===== src/rtl/plane_rop_pkg.sv =====
// Shared encodings of the planar raster operation unit.
// Assumes: register indices and command bit positions fixed by software.
package plane_rop_pkg;
    typedef enum logic [2:0] {
        OP_SET    = 3'd0,
        OP_CLEAR  = 3'd1,
        OP_OR     = 3'd2,
        OP_AND    = 3'd3,
        OP_XOR    = 3'd4,
        OP_INVERT = 3'd5,
        OP_TILE   = 3'd6,
        OP_CMPONLY = 3'd7
    } rop_op_e;

    typedef enum logic [1:0] {
        SQ_IDLE = 2'd0,
        SQ_RD   = 2'd1,
        SQ_WR   = 2'd2
    } seq_state_e;

    localparam logic [3:0] RA_CMD   = 4'd0;
    localparam logic [3:0] RA_COLOR = 4'd1;
    localparam logic [3:0] RA_MASK  = 4'd2;
    localparam logic [3:0] RA_SKIP  = 4'd3;
    localparam logic [3:0] RA_TILE0 = 4'd4;

    localparam int CB_ENABLE = 7;
    localparam int CB_CMP_EN = 6;
    localparam int CB_CMP_INV = 5;
endpackage


===== src/rtl/rop_regfile.sv =====
// Register file: command, colour, write-mask, plane skip and per-plane tile bytes.
// Assumes: single write port, combinational read, all registers clear on reset.
module rop_regfile
    import plane_rop_pkg::*;
#(
    parameter int DW  = 8,
    parameter int NPL = 4
) (
    input  logic                    clk,
    input  logic                    rst_n,
    input  logic                    we,
    input  logic [3:0]              addr,
    input  logic [DW-1:0]           wdata,
    output logic [DW-1:0]           rdata,
    output logic [DW-1:0]           cmd_o,
    output logic [DW-1:0]           color_o,
    output logic [DW-1:0]           mask_o,
    output logic [DW-1:0]           skip_o,
    output logic [NPL-1:0][DW-1:0]  tile_o
);
    // Control registers: clear on reset, load on a matching write.
    always_ff @(posedge clk) begin
        if (!rst_n) begin
            cmd_o   <= '0;
            color_o <= '0;
            mask_o  <= '0;
            skip_o  <= '0;
        end else if (we) begin
            case (addr)
                RA_CMD:   cmd_o   <= wdata;
                RA_COLOR: color_o <= wdata;
                RA_MASK:  mask_o  <= wdata;
                RA_SKIP:  skip_o  <= wdata;
                default: ;
            endcase
        end
    end

    for (genvar g = 0; g < NPL; g++) begin : g_tile
        // Tile byte of plane g: clear on reset, load on its own index.
        always_ff @(posedge clk) begin
            if (!rst_n)
                tile_o[g] <= '0;
            else if (we && addr == 4'(RA_TILE0 + g))
                tile_o[g] <= wdata;
        end
    end

    // Read-back mux; unused indices read zero.
    always_comb begin
        rdata = '0;
        if (addr == RA_CMD)   rdata = cmd_o;
        if (addr == RA_COLOR) rdata = color_o;
        if (addr == RA_MASK)  rdata = mask_o;
        if (addr == RA_SKIP)  rdata = skip_o;
        for (int i = 0; i < NPL; i++)
            if (addr == 4'(RA_TILE0 + i)) rdata = tile_o[i];
    end
endmodule


===== src/rtl/rop_lane_alu.sv =====
// Byte datapath for one plane: operation, write-mask merge, compare gating.
// Assumes: old byte is the value just read from the same address.
module rop_lane_alu
    import plane_rop_pkg::*;
#(
    parameter int DW = 8
) (
    input  rop_op_e         op,
    input  logic            color_bit,
    input  logic [DW-1:0]   wmask,
    input  logic [DW-1:0]   tile,
    input  logic [DW-1:0]   old,
    input  logic            cmp_en,
    input  logic            cmp_inv,
    input  logic [DW-1:0]   cmp_st,
    output logic [DW-1:0]   result
);
    logic [DW-1:0] raw;
    logic [DW-1:0] merged;

    // Raw operation result before any masking.
    always_comb begin
        case (op)
            OP_SET:    raw = {DW{color_bit}};
            OP_CLEAR:  raw = '0;
            OP_OR:     raw = color_bit ? {DW{1'b1}} : old;
            OP_AND:    raw = color_bit ? old : '0;
            OP_XOR:    raw = color_bit ? ~old : old;
            OP_INVERT: raw = ~old;
            OP_TILE:   raw = tile;
            default:   raw = old;
        endcase
    end

    // Mask 1 keeps the memory bit, then optional compare-status gating.
    always_comb begin
        merged = (old & wmask) | (raw & ~wmask);
        if (!cmp_en)
            result = merged;
        else if (cmp_inv)
            result = (old & cmp_st) | (merged & ~cmp_st);
        else
            result = (old & ~cmp_st) | (merged & cmp_st);
    end
endmodule


===== src/rtl/rop_sequencer.sv =====
// Walks the participating planes, one read cycle then one write cycle each.
// Assumes: memory returns read data one cycle after the read request.
module rop_sequencer
    import plane_rop_pkg::*;
#(
    parameter int NPL  = 4,
    parameter int PLW  = (NPL > 1) ? $clog2(NPL) : 1,
    parameter int HI_W = 15,
    parameter int LO_W = 14,
    parameter int MAW  = HI_W + PLW
) (
    input  logic             clk,
    input  logic             rst_n,
    input  logic             trig,
    input  logic             enable,
    input  logic [NPL-1:0]   act_mask,
    input  logic [HI_W-1:0]  trig_addr,
    input  logic             wide,
    output logic             busy,
    output logic             done,
    output logic             mem_req,
    output logic             mem_we,
    output logic [PLW-1:0]   plane,
    output logic [MAW-1:0]   mem_addr
);
    seq_state_e     state;
    logic [NPL-1:0] pend;
    logic [NPL-1:0] pend_nx;
    logic [HI_W-1:0] addr_q;
    logic           wide_q;
    logic           start;

    function automatic logic [PLW-1:0] first_set(input logic [NPL-1:0] m);
        first_set = '0;
        for (int i = NPL - 1; i >= 0; i--)
            if (m[i]) first_set = PLW'(i);
    endfunction

    assign start   = trig && enable && (state == SQ_IDLE);
    assign pend_nx = pend & ~(NPL'(1) << plane);

    // Plane walk: latch address and mode, step read/write per pending plane.
    always_ff @(posedge clk) begin
        if (!rst_n) begin
            state  <= SQ_IDLE;
            pend   <= '0;
            plane  <= '0;
            addr_q <= '0;
            wide_q <= 1'b0;
            done   <= 1'b0;
        end else begin
            done <= 1'b0;
            case (state)
                SQ_IDLE: if (start) begin
                    addr_q <= trig_addr;
                    wide_q <= wide;
                    if (act_mask == '0) begin
                        done <= 1'b1;
                    end else begin
                        pend  <= act_mask;
                        plane <= first_set(act_mask);
                        state <= SQ_RD;
                    end
                end
                SQ_RD: state <= SQ_WR;
                SQ_WR: begin
                    if (pend_nx == '0) begin
                        pend  <= '0;
                        done  <= 1'b1;
                        state <= SQ_IDLE;
                    end else begin
                        pend  <= pend_nx;
                        plane <= first_set(pend_nx);
                        state <= SQ_RD;
                    end
                end
                default: state <= SQ_IDLE;
            endcase
        end
    end

    // Memory strobes and plane-banked address.
    always_comb begin
        busy     = (state != SQ_IDLE);
        mem_req  = (state == SQ_RD) || (state == SQ_WR);
        mem_we   = (state == SQ_WR);
        mem_addr = wide_q ? MAW'({plane, addr_q})
                          : MAW'({plane, addr_q[LO_W-1:0]});
    end

    // the memory port is quiet whenever no operation runs.
    p_idle_quiet_r3: assert property (@(posedge clk) disable iff (!rst_n)
        !busy |-> !mem_req) else $error("idle memory access");

    // every read is followed at once by the write of the same address.
    p_rd_then_wr_r12: assert property (@(posedge clk) disable iff (!rst_n)
        (mem_req && !mem_we) |=> (mem_req && mem_we && mem_addr == $past(mem_addr)))
        else $error("read not followed by write");

    // done only reported once the unit is idle again.
    p_done_idle_r12: assert property (@(posedge clk) disable iff (!rst_n)
        done |-> !busy) else $error("done while busy");
endmodule


===== src/rtl/plane_rop_unit.sv =====
// Top: planar raster operation unit (registers, plane walk, byte datapath).
// Assumes: memory read latency of one cycle; registers are written while idle.
module plane_rop_unit
    import plane_rop_pkg::*;
#(
    parameter int DW   = 8,
    parameter int NPL  = 4,
    parameter int PLW  = (NPL > 1) ? $clog2(NPL) : 1,
    parameter int HI_W = 15,
    parameter int LO_W = 14,
    parameter int MAW  = HI_W + PLW
) (
    input  logic            clk,
    input  logic            rst_n,
    input  logic            reg_we,
    input  logic [3:0]      reg_addr,
    input  logic [DW-1:0]   reg_wdata,
    output logic [DW-1:0]   reg_rdata,
    input  logic            trig_valid,
    input  logic [HI_W-1:0] trig_addr,
    input  logic            mode_wide,
    input  logic [2:0]      plane_cnt,
    input  logic [NPL-1:0]  multipage_mask,
    input  logic [DW-1:0]   cmp_status,
    output logic            busy,
    output logic            done,
    output logic            mem_req,
    output logic            mem_we,
    output logic [PLW-1:0]  mem_plane,
    output logic [MAW-1:0]  mem_addr,
    output logic [DW-1:0]   mem_wdata,
    input  logic [DW-1:0]   mem_rdata
);
    logic [DW-1:0]           cmd, color, wmask, skip;
    logic [NPL-1:0][DW-1:0]  tile;
    logic [NPL-1:0]          act_mask;
    logic [3:0]              cnt_eff;
    rop_op_e                 op;

    rop_regfile #(.DW(DW), .NPL(NPL)) u_regs (
        .clk(clk), .rst_n(rst_n), .we(reg_we), .addr(reg_addr),
        .wdata(reg_wdata), .rdata(reg_rdata), .cmd_o(cmd),
        .color_o(color), .mask_o(wmask), .skip_o(skip), .tile_o(tile)
    );

    assign op      = rop_op_e'(cmd[2:0]);
    assign cnt_eff = (int'(plane_cnt) > NPL) ? 4'(NPL) : {1'b0, plane_cnt};

    for (genvar p = 0; p < NPL; p++) begin : g_act
        assign act_mask[p] = (4'(p) < cnt_eff) && !skip[p] && !multipage_mask[p]
                             && (op != OP_CMPONLY);
    end

    rop_sequencer #(.NPL(NPL), .PLW(PLW), .HI_W(HI_W), .LO_W(LO_W), .MAW(MAW)) u_seq (
        .clk(clk), .rst_n(rst_n), .trig(trig_valid), .enable(cmd[CB_ENABLE]),
        .act_mask(act_mask), .trig_addr(trig_addr), .wide(mode_wide),
        .busy(busy), .done(done), .mem_req(mem_req), .mem_we(mem_we),
        .plane(mem_plane), .mem_addr(mem_addr)
    );

    rop_lane_alu #(.DW(DW)) u_alu (
        .op(op), .color_bit(color[mem_plane]), .wmask(wmask),
        .tile(tile[mem_plane]), .old(mem_rdata), .cmp_en(cmd[CB_CMP_EN]),
        .cmp_inv(cmd[CB_CMP_INV]), .cmp_st(cmp_status), .result(mem_wdata)
    );

    // bits under a set mask bit are written back unchanged.
    p_mask_keeps_r7: assert property (@(posedge clk) disable iff (!rst_n)
        (mem_req && mem_we) |-> (((mem_wdata ^ mem_rdata) & wmask) == '0))
        else $error("masked bit altered");

    // with inverted sense, status 1 bits keep memory.
    p_cmp_keep_set_r10: assert property (@(posedge clk) disable iff (!rst_n)
        (mem_req && mem_we && cmd[CB_CMP_EN] && cmd[CB_CMP_INV])
        |-> (((mem_wdata ^ mem_rdata) & cmp_status) == '0))
        else $error("compare-gated bit altered");

    // with normal sense, status 0 bits keep memory.
    p_cmp_keep_clr_r10: assert property (@(posedge clk) disable iff (!rst_n)
        (mem_req && mem_we && cmd[CB_CMP_EN] && !cmd[CB_CMP_INV])
        |-> (((mem_wdata ^ mem_rdata) & ~cmp_status) == '0))
        else $error("compare-gated bit altered");

    // no access starts while the enable bit is clear and the unit idles.
    p_disabled_quiet_r3: assert property (@(posedge clk) disable iff (!rst_n)
        (!cmd[CB_ENABLE] && !busy) |=> !mem_req)
        else $error("access while disabled");
endmodule


===== config.mk =====
export PLATFORM = sky130hd
export DESIGN_NAME = plane_rop_unit
export DESIGN_NICKNAME = d
export VERILOG_FILES = /design/src/rtl/plane_rop_pkg.sv /design/src/rtl/rop_regfile.sv /design/src/rtl/rop_lane_alu.sv /design/src/rtl/rop_sequencer.sv /design/src/rtl/plane_rop_unit.sv
export SDC_FILE = /design/constraint.sdc
export NUM_CORES = 1
export LEC_CHECK = 0
export ABC_CLOCK_PERIOD_IN_PS = 2900
export BUFFER_PORTS_ARGS = -buffer_cell sky130_fd_sc_hd__buf_2
export CELL_PAD_IN_SITES_DETAIL_PLACEMENT = 1
export CELL_PAD_IN_SITES_GLOBAL_PLACEMENT = 2
export CORE_MARGIN = 2
export CORE_UTILIZATION = 33
export DETAILED_ROUTE_END_ITERATION = 16
export PLACE_DENSITY_LB_ADDON = 0.2
export SLEW_MARGIN = 10
export SYNTH_ARGS = -nofsm -noshare
export SYNTH_HDL_FRONTEND = slang
export SYNTH_SLANG_ARGS = --single-unit

===== constraint.sdc =====
create_clock -name clk -period 2.9 [get_ports clk]
set_clock_uncertainty 0.15 [all_clocks]
set_input_delay 0.29 -clock clk [delete_from_list [all_inputs] [get_ports clk]]
set_output_delay 0.29 -clock clk [all_outputs]
set_load 0.005 [all_outputs]

======== Word level (Yosys, flattened, before mapping) ========
Cells that the tools add are included.
word-level totals
  register bits after elaboration ......... 89
  input port bits ......................... 55
  output and inout bits ................... 39
operators by class
  magnitude comparators ................... 7
  eq/ne operators ......................... 19
  shift-type cells ........................ 1
  mux-type cells .......................... 44
  bitwise operators ....................... 14
  reductions and logical operators ........ 42
operator list
  operator            count
  $mux 8              14
  $pmux 8 s7          1
  $and 8x8->8         6
  $mux 2              13
  $not 8->8           3
  $or 8x8->8          3
  $logic_and 1x1->1   18
  $mux 17             1
  $bmux 8 s2          1
  $eq 4x3->1 const B  4
  $logic_not 4->1     3
  $mux 4              3
  $reduce_and 2->1    6
  $eq 3x3->1 const B  3
  $eq 4x2->1 const B  2
  $logic_not 1->1     8
  $pmux 4 s2          1
  $eq 3x2->1 const B  2
  $lt 1x3->1 const A  2
  $lt 2x3->1 const A  2
  $pmux 2 s3          1
  $mux 1              5
  $and 4x4->4         1
  $eq 4x1->1 const B  1
  21 further kinds    23

======== Depth between registers and ports, before layout ========
Gate-level depths: netlist (run 1).
  word-level depth ........................ 13
  mapped depth ............................ 9
  depth with buffers taken out ............ 8

======== Hierarchy ========
Synthesis (run 1) repeated with hierarchy kept, for this count alone.
unflattened totals
  cell total of the unflattened synthesis .. 649
  area, all modules ....................... 5718.0 um^2
by module, submodules not included
  module          instances  cells each  area each (um^2)  sequential area each (um^2)
  rop_regfile     1          352         3270.6            1281.2
  rop_sequencer   1          166         1323.8            500.5
  rop_lane_alu    1          112         857.1             0.0
  plane_rop_unit  1          19          266.5             0.0

======== Worst setup path before layout (run 1) ========
No wires, ideal clock.
  path type ............................... register to output
  from .................................... register u_seq.plane[0]
  to ...................................... output mem_wdata[6]
  arrival time ............................ 1.890 ns
  data required time ...................... 2.460 ns
  setup slack ............................. 0.570 ns
  cell stages (with the launch flop) ...... 7
  path buffers ............................ 0
  cell sequence ........................... dfxtp_1 mux4_2 inv_2 ha_1 a21oi_1 o2111ai_2 mux2_2
between the ends
  cells in the longest elaborated chain, start to end .. 10
  elaborated cells between the ends (all ways) .. 16
RTL lines
  what                                   RTL line                                                    text
  start: declaration                     rop_sequencer.sv:23                                         output logic [PLW-1:0] plane,
  start signal: assignment               rop_sequencer.sv:61                                         plane <= first_set(act_mask);
  start signal: assignment               rop_sequencer.sv:73                                         plane <= first_set(pend_nx);
  $bmux 1 s2                             plane_rop_unit.sv:62                                        .op(op), .color_bit(color[mem_plane]), .wmask(wmask),
  $mux 1 (implied by the code)           plane_rop_unit.sv:62
  $mux 8, on equally long branches       rop_lane_alu.sv:28, rop_lane_alu.sv:26, rop_lane_alu.sv:27
  $pmux 8 s7 *                           rop_lane_alu.sv:23                                          case (op)
  $and 8x8->8 *                          rop_lane_alu.sv:37                                          merged = (old & wmask) | (raw & ~wmask);
  $or 8x8->8 *                           rop_lane_alu.sv:37
  $and 8x8->8, on equally long branches  rop_lane_alu.sv:43, rop_lane_alu.sv:41
  $or 8x8->8, on equally long branches   rop_lane_alu.sv:43, rop_lane_alu.sv:41
  $mux 8                                 rop_lane_alu.sv:40                                          else if (cmp_inv)
  $mux 8 *                               rop_lane_alu.sv:38                                          if (!cmp_en)
  end: declaration                       plane_rop_unit.sv:31                                        output logic [DW-1:0] mem_wdata,
Every way passes the cells marked *; elsewhere a longest branch is shown, timed or not. The select of a mux whose other input is x is not followed.

======== Final worst setup path (run 1) ========
  from .................................... register u_seq.plane[0]
  to ...................................... output mem_wdata[7]
The elaborated chain is that of the path after synthesis.

==> PnR_summary.wiki, run 1 <==
{| class="wikitable"
! Metric !! Value
|-
| Status || finished clean
|-
| CP Class || flip-flop to output port
|-
| Most Crowded Layer GR || met2
|-
| Number of vias in the routed layout || 4937
|-
| End of the critical path || mem_wdata[7]
|-
| Max FO, Critical Path || 4
|-
| Critical path origin || u_seq.plane[0]$_SDFFE_PN0P_
|-
| Total power || 2600 µW
|-
| Area Growth Syn to Fin || 16.7%
|-
| Cell class contributing the biggest share of worst-path delay || multiplexers
|-
| Average cell area after synthesis || 8.18 µm²
|-
| Cell variety after synth || 56
|-
| Per-cell via count in the routed design || 5.36
|-
| Width of the chip || 131 µm
|-
| Static leakage || 0.00264 µW
|-
| Cell count of the worst reg-to-reg path || 5
|-
| Worst reg-to-reg setup slack || 0.65 ns
|-
| Number of buffers added on ports || 93
|-
| Storage cell area || 0.00178 mm²
|-
| Number of optimization iterations in the first detailed-route pass || 4
|-
| Number of clock sinks || 89
|-
| Warnings from Yosys || 0
|-
| Most frequent cells in the layout || sky130_fd_sc_hd__buf_2 (91), sky130_fd_sc_hd__dfxtp_1 (88), sky130_fd_sc_hd__nand2_1 (82)
|-
| Max-slew violation count || 0
|-
| Number of buffers added by the clock tree synthesis step || 9
|-
| # IOs || 94
|-
| Post-detailed-routing wire length || 17700 µm
|-
| Footprint of the multi-input gates || 0.00316 mm²
|-
| Met3 capacity usage during global routing || 0.0322
|-
| Overflow after GRT || 0
|-
| Deepest clock path buffer count || 2
|-
| Die Footprint || 0.0171 mm²
|-
| Remaining DRCs || 0
|-
| Pin count of the biggest net entering global routing || 44
|-
| Remaining antenna violation count after routing || 0
|-
| Number of max-cap violations || 0
|-
| Summed instance area of the synthesized netlist || 0.00529 mm²
|-
| Final hold violation count || 0
|-
| Routability congestion estimate from global placement || 0.813
|-
| Wire length of the first global-routing pass || 27500 µm
|-
| Met1 Usage GRT || 0.271
|-
| Final Non-Filler Cells || 921
|-
| Number of fill cells || 1933
|-
| Crit-path max cell delay || 0.59 ns
|-
| Final clock period utilization by the worst path || 0.967
|-
| Effective utilization at floorplan || 0.336
|-
| Dominant synthesized flop cell || sky130_fd_sc_hd__dfxtp_1
|-
| Terminus of the critical flop-to-flop path || u_seq.plane[1]$_SDFFE_PN0P_
|-
| Number of placed cells counting well taps || 904
|-
| CP endpoint kind || output port
|-
| Met2 Usage GRT || 0.373
|-
| Count of mapped cells out of synthesis || 647
|-
| Number of flops mapped to enable cells by yosys || 0
|-
| Logic depth of the worst setup path including buffers || 8
|-
| #FFs+latches synth || 89
|-
| Buffers plus inverters on the worst setup path || 2
|-
| Hold Path Depth || 3
|-
| Crit path time final || 2.80 ns
|-
| Relative slew margins || 0.568
|-
| CTS Hold Buffers Added || 0
|-
| Power density relative to cell area || 421 mW/mm²
|-
| Startpoint kind of the worst setup timing path || flip-flop
|-
| Hold slack || 0.0317 ns
|-
| Wire per inst || 19.2 µm
|-
| Final core area utilization || 0.392
|-
| Ant. Diodes || 0
|-
| Share of post-route cells with drive strength above 1 || 0.233
|-
| Number of antenna violations at the first check in global routing || 0
|-
| DP Wirelength || 13000 µm
|-
| Core Region || 0.0158 mm²
|-
| Commonest non-fill, non-tap cell in the layout || sky130_fd_sc_hd__buf_2
|-
| CTS HTree Levels || 3
|-
| Worst IR Drop VDD || 0.264 mV
|-
| Skew-Pair Late Insertion Delay || 0.34 ns
|-
| Number of cell rows || 46
|-
| CP arrival || 2.36 ns
|-
| TritonCTS clock tree || yes
|-
| Final setup violation count || 0
|-
| Start of the worst register-to-register path || u_regs.cmd_o[0]$_SDFFE_PN0P_
|-
| Crit-path cells || mux4_2 > buf_6 > ha_1 > a22o_1 > nand2_1 > o2111ai_1 > mux2_2 > buf_2
|-
| Clk pin slew, worst setup/hold paths || 0.06 ns
|-
| Final #Nets || 777
|-
| Aggregate global-route resource usage || 0.212
|-
| Sequential fraction of the synthesis area || 0.337
|-
| Slowest cell on the critical path || sky130_fd_sc_hd__mux4_2
|-
| Slew at the pin closest to its max-slew limit || 0.647 ns
|-
| Async set-reset flop share out of synthesis || 0
|-
| F_max || 357 MHz
|-
| RSZ-0062 raised after global routing || yes
|-
| Vertical die dimension || 131 µm
|-
| Number of global-route vias before repair || 4906
|-
| Master cell of the clock root buffer || sky130_fd_sc_hd__clkbuf_16
|-
| Net Count, Synth || 722
|-
| DR iter-0 viols || 310
|-
| Class of the tightest hold or removal check || primary input to flip-flop
|-
| Crit path required time || 2.46 ns
|}
-- sequential cells by signal (all words and copies together), names as in the netlist --
| signal | flops |
|---|---|
| u_regs.tile_o | 32 |
| u_seq.addr_q | 15 |
| u_regs.cmd_o | 8 |
| u_regs.color_o | 8 |
| u_regs.mask_o | 8 |
| u_regs.skip_o | 8 |
| u_seq.pend | 4 |
| u_seq.plane | 2 |
| u_seq.state | 2 |
| u_seq.done | 1 |
| u_seq.wide_q | 1 |
-- repair_timing --
action	4_1_cts	5_1_grt
pin swaps	0	2
setup endpoints to repair	7	8
gates cloned	0	0
buffers inserted	3	0
hold endpoints to repair	0	0
gates resized for setup	0	15
-- final cells by class --
cell class	instances	share of cell area
sequential	89	0.289
clock buffer	11	0.0393
multi-input combinational	474	0.511
clock inverter	3	0.00304
inverter	16	0.0101
tap	216	0.0438
timing repair buffer	112	0.104
-- cells in the mapped netlist (all sizes together), types with 2 or more instances --
cell,instances,share of area
nand2,83,0.059
a21oi,61,0.058
a22o,4,0.0066
inv,16,0.011
and2b,2,0.0028
nand3b,2,0.0028
o211ai,2,0.0028
ha,20,0.047
and2,3,0.0035
xnor2,8,0.013
o22ai,7,0.0083
and3,4,0.0047
a21o,6,0.0085
clkbuf,32,0.023
nand2b,5,0.0059
buf,36,0.040
nor2b,7,0.0083
o21ai,18,0.017
o221a,6,0.013
mux4,11,0.047
nor2,75,0.053
dfxtp,89,0.34
a311oi,2,0.0033
nand3,31,0.029
nor3,3,0.0028
mux2i,47,0.089
a211oi,9,0.013
a31oi,10,0.012
or2,4,0.0047
o2111ai,4,0.0078
mux2,6,0.013
a22oi,18,0.026
-- how the worst min path moves through the flow --
stage | from | end | slack (ns)
2_1_floorplan | trig_addr[14] | u_seq.addr_q[14]$_SDFFE_PN0P_ | 0.28
3_3_place_gp | u_seq.addr_q[4]$_SDFFE_PN0P_ | u_seq.addr_q[4]$_SDFFE_PN0P_ | 0.29
3_5_place_dp | u_seq.addr_q[14]$_SDFFE_PN0P_ | u_seq.addr_q[14]$_SDFFE_PN0P_ | 0.30
4_1_cts | trig_addr[4] | u_seq.addr_q[4]$_SDFFE_PN0P_ | 0.02
5_1_grt | trig_addr[13] | u_seq.addr_q[13]$_SDFFE_PN0P_ | 0.03
6_report | trig_addr[4] | u_seq.addr_q[4]$_SDFFE_PN0P_ | 0.03
-- metrics by stage --
step	setup slack (ns)	setup TNS, ns	area (µm²)
after global routing	-0.0176	-0.0283	6170
after detailed placement	0.315	0	5820
after global placement	0.345	0	5820
after CTS	0.0490	0	6110
final	0.0952	0	6170
after floorplan	0.570	0	5290
-- where the power goes --
| group | switching (µW) | leakage, µW | internal, µW |
|---|---|---|---|
| sequential | 13.6 | 0.000718 | 1240 |
| combinational | 164 | 0.00179 | 109 |
| clock | 484 | 0.000131 | 594 |
-- tightest hold or removal path, stage by stage --
cell,delay [ns]
sky130_fd_sc_hd__buf_2,0.09
sky130_fd_sc_hd__nand2_1,0.04
sky130_fd_sc_hd__a21oi_1,0.05
-- routing by layer --
metal	part of all wire	up-vias
li1	-	2383
met1	0.45	2431
met2	0.50	107
met3	0.038	16
met4	0.012	0
met5	0	-
-- cell families (layout without fill, tap and decap cells) --
logic type	count (synthesis)	in the layout	synth area share
AOI/OAI and AO/OA	156	156	0.191
xor gates and xnor gates	8	8	0.0132
adders and majority gates	20	20	0.0473
buffers and inverters	84	142	0.0747
DFF	89	89	0.337
muxes	64	64	0.148
and+or+nand+nor	226	226	0.189
Note: power is estimated with default switching activity, not from simulation.
==> inputs of run 2 (changes only) <==
--- a/config.mk
+++ b/config.mk
@@ -5,12 +5,13 @@
 export SDC_FILE = /design/constraint.sdc
 export NUM_CORES = 1
 export LEC_CHECK = 0
+export ABC_AREA = 1
 export ABC_CLOCK_PERIOD_IN_PS = 2900
 export BUFFER_PORTS_ARGS = -buffer_cell sky130_fd_sc_hd__buf_2
 export CELL_PAD_IN_SITES_DETAIL_PLACEMENT = 1
 export CELL_PAD_IN_SITES_GLOBAL_PLACEMENT = 2
 export CORE_MARGIN = 2
-export CORE_UTILIZATION = 33
+export CORE_UTILIZATION = 30
 export DETAILED_ROUTE_END_ITERATION = 16
 export PLACE_DENSITY_LB_ADDON = 0.2
 export SLEW_MARGIN = 10
==> run 2 against run 1 <==
Effect of this change:
- final cell count up 14%
- wire length shrank 5.3%
- clock power grew 11%
- sequential power about the same
- combinational power increased by 44%
- synthesized area shrank 4.1%
- maximum frequency increased by 3.0%
- core utilization fell by 3.0 points
- sequential cell count is the same
- die area up 5.4%
- total power increased by 11%
==> PnR_summary.wiki, run 2 <==
{| class="wikitable"
! Metric !! Value
|-
| Cell count of the worst reg-to-reg path || 9
|-
| Max FO, Critical Path || 8
|-
| CTS HTree Levels || 3
|-
| Effective utilization at floorplan || 0.306
|-
| Crit path required time || 2.46 ns
|-
| Max-slew violation count || 0
|-
| Final hold violation count || 0
|-
| Ant. Diodes || 0
|-
| Total placed instance area || 0.00566 mm²
|-
| Summed instance area of the synthesized netlist || 0.00508 mm²
|-
| # IOs || 94
|-
| Number of flops mapped to enable cells by yosys || 0
|-
| Total power || 2880 µW
|-
| Number of buffers added by the clock tree synthesis step || 9
|-
| Commonest non-fill, non-tap cell in the layout || sky130_fd_sc_hd__nand2_1
|-
| Post-route cell area || 0.00600 mm²
|-
| Worst setup margin || 0.178 ns
|-
| Regs by FF count || u_regs.tile_o (32), u_seq.addr_q (15)
|-
| Final core area utilization || 0.362
|-
| Count of mapped cells out of synthesis || 755
|-
| Final #Nets || 903
|-
| Per-cell via count in the routed design || 4.84
|-
| Vertical die dimension || 134 µm
|-
| Hold Path Depth || 3
|-
| Top cells by area, synth || sky130_fd_sc_hd__dfxtp_1 (35%), sky130_fd_sc_hd__nand2_1 (10%), sky130_fd_sc_hd__a21oi_1 (7.6%), sky130_fd_sc_hd__o21ai_0 (7.6%), sky130_fd_sc_hd__nor2_1 (7.5%)
|-
| DP Wirelength || 13100 µm
|-
| Sequential fraction of the synthesis area || 0.351
|-
| Slew at the pin closest to its max-slew limit || 0.890 ns
|-
| CP endpoint kind || output port
|-
| Post-synthesis cell type with the largest combined area || sky130_fd_sc_hd__dfxtp_1
|-
| Overflow after GRT || 0
|-
| Final setup violation count || 0
|-
| Share of post-route cells with drive strength above 1 || 0.176
|-
| Status || finished clean
|-
| Remaining DRCs || 0
|-
| Power density relative to cell area || 480 mW/mm²
|-
| DR iter-0 viols || 138
|-
| Async set-reset flop share out of synthesis || 0
|-
| Number of optimization iterations in the first detailed-route pass || 4
|-
| Number of buffers added on ports || 93
|-
| Startpoint kind of the worst setup timing path || flip-flop
|-
| Place WS || 0.230 ns
|-
| Worst IR Drop VDD || 0.239 mV
|-
| Flip-flop count of the largest register after layout || 32
|-
| Routability congestion estimate from global placement || 0.844
|-
| Number of max-cap violations || 0
|-
| Deepest clock path buffer count || 2
|-
| #FFs+latches synth || 89
|-
| Area Growth Syn to Fin || 18.2%
|-
| Class of the tightest hold or removal check || primary input to flip-flop
|-
| Warnings from Yosys || 0
|-
| Aggregate global-route resource usage || 0.189
|-
| Number of antenna violations at the first check in global routing || 0
|-
| Static leakage || 0.00255 µW
|-
| Relative slew margins || 0.406
|-
| Width of the chip || 134 µm
|-
| Setup TNS || 0 ns
|-
| Number of vias in the routed layout || 5101
|-
| Cell variety after synth || 32
|-
| Clk pin slew, worst setup/hold paths || 0.07 ns
|-
| CP arrival || 2.28 ns
|-
| RSZ-0062 raised after global routing || yes
|-
| TritonCTS clock tree || yes
|-
| Crit path time final || 2.72 ns
|-
| End point of the worst hold path || u_seq.addr_q[13]$_SDFFE_PN0P_
|-
| Area share of the leading cell type in the synthesized netlist || 0.351
|-
| Number of clock sinks || 89
|-
| Most frequently used cell type in the post-synthesis netlist || sky130_fd_sc_hd__nand2_1
|-
| Most frequent cells in the layout || sky130_fd_sc_hd__nand2_1 (135), sky130_fd_sc_hd__nor2_1 (100), sky130_fd_sc_hd__buf_2 (93)
|-
| Dominant synthesized flop cell || sky130_fd_sc_hd__dfxtp_1
|-
| Post-detailed-routing wire length || 16800 µm
|-
| Register with the most flip-flops || u_regs.tile_o
|-
| Terminus of the critical flop-to-flop path || u_seq.plane[1]$_SDFFE_PN0P_
|-
| F_max || 367 MHz
|-
| Master cell of the clock root buffer || sky130_fd_sc_hd__clkbuf_16
|-
| Wire length of the first global-routing pass || 27300 µm
|-
| Number of global-route vias before repair || 5190
|-
| Most used standard cells in the synthesized netlist || sky130_fd_sc_hd__nand2_1 (136), sky130_fd_sc_hd__nor2_1 (101), sky130_fd_sc_hd__dfxtp_1 (89), sky130_fd_sc_hd__inv_1 (83)
|-
| Final clock period utilization by the worst path || 0.939
|-
| CP Class || flip-flop to output port
|-
| Pin count of the biggest net entering global routing || 43
|-
| Die Footprint || 0.0180 mm²
|-
| Wire per inst || 15.9 µm
|-
| Average cell area after synthesis || 6.72 µm²
|-
| Number of cell rows || 47
|-
| Remaining antenna violation count after routing || 0
|-
| Net Count, Synth || 830
|-
| Core Region || 0.0166 mm²
|-
| Worst reg-to-reg setup slack || 0.84 ns
|-
| Start of the worst register-to-register path || u_seq.state[0]$_SDFFE_PN0P_
|-
| HP Start || trig_addr[13]
|-
| Skew-Pair Late Insertion Delay || 0.34 ns
|}
## run 2: cell families after synthesis
kind of cell    after synthesis  synth area share
xor+xnor                      7            0.0121
fa+ha+maj                    20            0.0493
compound gates              189             0.200
buf+inv                     130             0.110
simple gates                320             0.278
flops                        89             0.351
## run 2: through the flow
step           std cells  hold slack, ns
6_report            1053          0.0179
5_1_grt             1053          0.0154
4_1_cts             1052         0.00658
3_5_place_dp        1036           0.297
3_3_place_gp        1036           0.289
2_1_floorplan        755           0.275
## run 2: critical path, stage by stage, from the launching register on
cell and delay [ns]:
sky130_fd_sc_hd__dfxtp_4 0.37, sky130_fd_sc_hd__inv_4 0.08, sky130_fd_sc_hd__nand2_2 0.08, sky130_fd_sc_hd__o22ai_2 0.16
sky130_fd_sc_hd__nand3b_1 0.23, sky130_fd_sc_hd__inv_4 0.11, sky130_fd_sc_hd__ha_1 0.29, sky130_fd_sc_hd__nand3_1 0.08
sky130_fd_sc_hd__o21ai_0 0.10, sky130_fd_sc_hd__nor2_1 0.11, sky130_fd_sc_hd__nand2_1 0.06, sky130_fd_sc_hd__nor2_1 0.10
sky130_fd_sc_hd__nor2_1 0.05, sky130_fd_sc_hd__buf_2 0.12
## run 2: what timing repair did
item	CTS	global route
hold buffers	0	0
setup endpoints to repair	8	8
resized for setup	2	9
buffers inserted	0	1
pin swaps	0	3
## run 2: layout make-up
| type | count | area (µm²) |
|---|---|---|
| clock buffer | 10 | 239 |
| clock inverter | 6 | 66.3 |
| fill | 2158 | 10600 |
| inverter | 90 | 344 |
| multi-input combinational | 536 | 2750 |
| sequential | 89 | 1790 |
| tap | 220 | 275 |
| timing repair buffer | 102 | 537 |
## run 2: power by group
group          leakage, µW  internal [µW]  total [µW]  switching, µW
Clock             0.000141            693        1200            510
Sequential        0.000721           1250        1280           29.3
Combinational      0.00169            139         392            253
## run 2: routing by layer
layer  up-vias  routed length (µm)  track usage
met3        13                 398       0.0246
li1       2624                   -            -
met5         -                   0            0
met1      2402                8470        0.261
met2        62                7730        0.317
met4         0                 155       0.0415
## run 2: how the worst max path moves through the flow
stage,start,endpoint,cells after the start
6_report,u_seq.plane[0]$_SDFFE_PN0P_,mem_wdata[0],13
5_1_grt,u_seq.plane[0]$_SDFFE_PN0P_,mem_wdata[2],13
4_1_cts,u_seq.plane[1]$_SDFFE_PN0P_,mem_wdata[0],12
3_5_place_dp,u_seq.plane[0]$_SDFFE_PN0P_,mem_wdata[0],13
3_3_place_gp,u_seq.plane[0]$_SDFFE_PN0P_,mem_wdata[1],13
2_1_floorplan,u_seq.plane[0]$_SDFFE_PN0P_,mem_wdata[5],12
==> inputs of run 3 (changes only) <==
--- a/config.mk
+++ b/config.mk
@@ -11,10 +11,12 @@
 export CELL_PAD_IN_SITES_DETAIL_PLACEMENT = 1
 export CELL_PAD_IN_SITES_GLOBAL_PLACEMENT = 2
 export CORE_MARGIN = 2
-export CORE_UTILIZATION = 30
+export CORE_UTILIZATION = 31
+export CTS_BUF_LIST = sky130_fd_sc_hd__clkbuf_8
 export DETAILED_ROUTE_END_ITERATION = 16
 export PLACE_DENSITY_LB_ADDON = 0.2
 export SLEW_MARGIN = 10
 export SYNTH_ARGS = -nofsm -noshare
 export SYNTH_HDL_FRONTEND = slang
+export SYNTH_HIERARCHICAL = 1
 export SYNTH_SLANG_ARGS = --single-unit
==> run 3 against run 2 <==
Effect of this change:
- sequential cell count unchanged
- register-to-register slack worse by 0.07 ns
- die area grew 10%
- critical path depth fell by 1
- critical path type unchanged
- largest power group is now combinational logic
==> PnR_summary.wiki, run 3 <==
{| class="wikitable"
! Metric !! Value
|-
| Register with the most flip-flops || u_regs/tile_o
|-
| CP Class || flip-flop to output port
|-
| Count of mapped cells out of synthesis || 912
|-
| Storage cell area || 0.00178 mm²
|-
| Number of clock sinks || 89
|-
| Share of post-route cells with drive strength above 1 || 0.187
|-
| Cell variety after synth || 31
|-
| Aggregate global-route resource usage || 0.202
|-
| Slowest cell on the critical path || sky130_fd_sc_hd__dfxtp_2
|-
| Power density relative to cell area || 562 mW/mm²
|-
| Highest metal layer with signal wires || met4
|-
| CTS HTree Levels || 3
|-
| Overflow after GRT || 0
|-
| Worst IR Drop VDD || 0.365 mV
|-
| #FFs+latches synth || 89
|-
| Number of buffers added by the clock tree synthesis step || 9
|-
| Master cell of the clock root buffer || sky130_fd_sc_hd__clkbuf_8
|-
| Commonest non-fill, non-tap cell in the layout || sky130_fd_sc_hd__nand2_1
|-
| Net Count, Synth || 987
|-
| Status || finished clean
|-
| Final setup violation count || 0
|-
| DP Wirelength || 14500 µm
|-
| Final #Nets || 1078
|-
| Remaining DRCs || 0
|-
| Most frequently used cell type in the post-synthesis netlist || sky130_fd_sc_hd__nand2_1
|-
| CP arrival || 2.23 ns
|-
| Buffers plus inverters on the worst setup path || 4
|-
| Number of cell rows || 50
|-
| Deepest clock path buffer count || 2
|-
| Number of optimization iterations in the first detailed-route pass || 4
|-
| Crit path required time || 2.46 ns
|-
| Routability congestion estimate from global placement || 0.779
|-
| Dominant synthesized flop cell || sky130_fd_sc_hd__dfxtp_1
|-
| Static leakage || 0.00308 µW
|-
| Async set-reset flop share out of synthesis || 0
|-
| Effective utilization at floorplan || 0.313
|-
| Post-detailed-routing wire length || 19500 µm
|-
| Cell class contributing the biggest share of worst-path delay || buffers and inverters
|-
| Metal1 wirelength || 9500 µm
|-
| Footprint of the multi-input gates || 0.00316 mm²
|-
| Number of antenna violations at the first check in global routing || 0
|-
| F_max || 375 MHz
|-
| Routed length on met2 || 9360 µm
|-
| # IOs || 94
|-
| Number of global-route vias before repair || 6005
|-
| Wire per inst || 15.7 µm
|-
| Hold slack || 0.115 ns
|-
| Class of the tightest hold or removal check || primary input to flip-flop
|-
| Number of buffers added on ports || 93
|-
| Final hold violation count || 0
|-
| RSZ-0062 raised after global routing || no
|-
| Post-synthesis cell type with the largest combined area || sky130_fd_sc_hd__dfxtp_1
|-
| Max FO, Critical Path || 18
|-
| DR iter-0 viols || 260
|-
| Skew-Pair Late Insertion Delay || 0.38 ns
|-
| Area Growth Syn to Fin || 16.8%
|-
| Startpoint kind of the worst setup timing path || flip-flop
|-
| Routed wl met3 || 488 µm
|-
| Die Footprint || 0.0198 mm²
|-
| Total placed instance area || 0.00638 mm²
|-
| Crit path time final || 2.67 ns
|-
| Flip-flop count of the largest register after layout || 32
|-
| Final Non-Filler Cells || 1242
|-
| Core Region || 0.0185 mm²
|-
| Most frequent cells in the layout || sky130_fd_sc_hd__nand2_1 (199), sky130_fd_sc_hd__inv_1 (127), sky130_fd_sc_hd__nand3_1 (113)
|-
| Vertical die dimension || 141 µm
|-
| Number of flops mapped to enable cells by yosys || 0
|-
| Ant. Diodes || 0
|-
| Post-route cell area || 0.00678 mm²
|-
| Number of max-cap violations || 0
|-
| Top cells by area, synth || sky130_fd_sc_hd__dfxtp_1 (31%), sky130_fd_sc_hd__nand2_1 (13%), sky130_fd_sc_hd__nand3_1 (9.7%), sky130_fd_sc_hd__inv_1 (8.3%), sky130_fd_sc_hd__a21oi_1 (7.6%)
|-
| Number of fill cells || 2465
|-
| Number of placed cells counting well taps || 1208
|-
| Summed instance area of the synthesized netlist || 0.00580 mm²
|-
| CP endpoint kind || output port
|-
| Area share of the leading cell type in the synthesized netlist || 0.307
|-
| Per-cell via count in the routed design || 4.81
|-
| Width of the chip || 141 µm
|-
| Remaining antenna violation count after routing || 0
|-
| Regs by FF count || u_regs/tile_o (32), u_seq/addr_q (15)
|-
| Relative slew margins || 0.596
|-
| TritonCTS clock tree || yes
|-
| Crit-path most repeated cell || sky130_fd_sc_hd__nand2_1
|-
| Slew at the pin closest to its max-slew limit || 0.605 ns
|-
| Most used standard cells in the synthesized netlist || sky130_fd_sc_hd__nand2_1 (199), sky130_fd_sc_hd__inv_1 (128), sky130_fd_sc_hd__nand3_1 (113), sky130_fd_sc_hd__dfxtp_1 (89), sky130_fd_sc_hd__a21oi_1 (88)
|-
| Crit-path cells || inv_6 > nand2_1 > nand3_1 > nand2_1 > clkinvlp_4 > buf_4 > ha_1 > nand3_1 > nand2_1 > nor2_1 > a21oi_1 > buf_2
|-
| Sequential fraction of the synthesis area || 0.307
|-
| Number of vias in the routed layout || 5980
|-
| Pin count of the biggest net entering global routing || 35
|-
| Final clock period utilization by the worst path || 0.919
|-
| Warnings from Yosys || 6
|-
| Max-slew violation count || 0
|-
| Setup TNS || 0 ns
|-
| Clk pin slew, worst setup/hold paths || 0.10 ns
|-
| Wire length of the first global-routing pass || 32000 µm
|-
| Average cell area after synthesis || 6.36 µm²
|-
| Crit-path max cell delay || 0.41 ns
|}
run 3: what timing repair did:
item                                   CTS  global route
setup endpoints to repair                0             8
hold buffers                            16             0
setup buffers                            0             2
endpoints found under the hold margin   16             0
gates resized for setup                  0             3
run 3: final cells by class:
type,count,share of cell area
sequential,89,0.263
timing repair buffer,131,0.117
inverter,139,0.0793
tap,234,0.0432
clock inverter,5,0.00923
multi-input combinational,633,0.466
clock buffer,11,0.0223
run 3: cells by family after synthesis:
family          share of synthesized area
fa+ha+maj                          0.0431
compound gates                      0.126
buf+inv                             0.149
flops                               0.307
simple gates                        0.375
run 3: through the flow:
step | setup slack (ns) | utilization | total power, µW
after floorplan | 0.516 | - | 2370
after global placement | 0.513 | 0.345 | 2850
after detailed placement | 0.478 | 0.345 | 2860
after CTS | 0.0475 | 0.365 | 3840
after global routing | 0.0654 | 0.366 | 4090
final | 0.234 | 0.366 | 3810
run 3: metal layers:
metal  track usage  up-vias
met4        0.0416        0
met2         0.340       72
li1              -     3082
met1         0.277     2815
met3        0.0279       11
met5             0        -
run 3: final timing paths:
check	start	depth (start not counted)	to	slack (ns)
min reg2reg	u_regs/color_o[6]$_SDFFE_PN0P_	2	u_regs/color_o[6]$_SDFFE_PN0P_	0.30
max	u_seq/plane[0]$_SDFFE_PN0P_	12	mem_wdata[7]	0.23
min	reg_wdata[4]	3	u_regs/tile_o[28]$_SDFFE_PN0P_	0.12
max reg2reg	u_regs/cmd_o[2]$_SDFFE_PN0P_	11	u_seq/plane[0]$_SDFFE_PN0P_	0.77
run 3: report_power, final:
part           internal (µW)  switching [µW]  leakage [µW]
Sequential              1280            55.1      0.000720
Combinational            538             987       0.00226
Clock                    451             499      0.000102
run 3: worst min-delay path, delay by kind of cell:
kind | cells | cell delay [ns]
buf+inv | 1 | 0.16
simple gates | 1 | 0.09
compound gates | 1 | 0.06
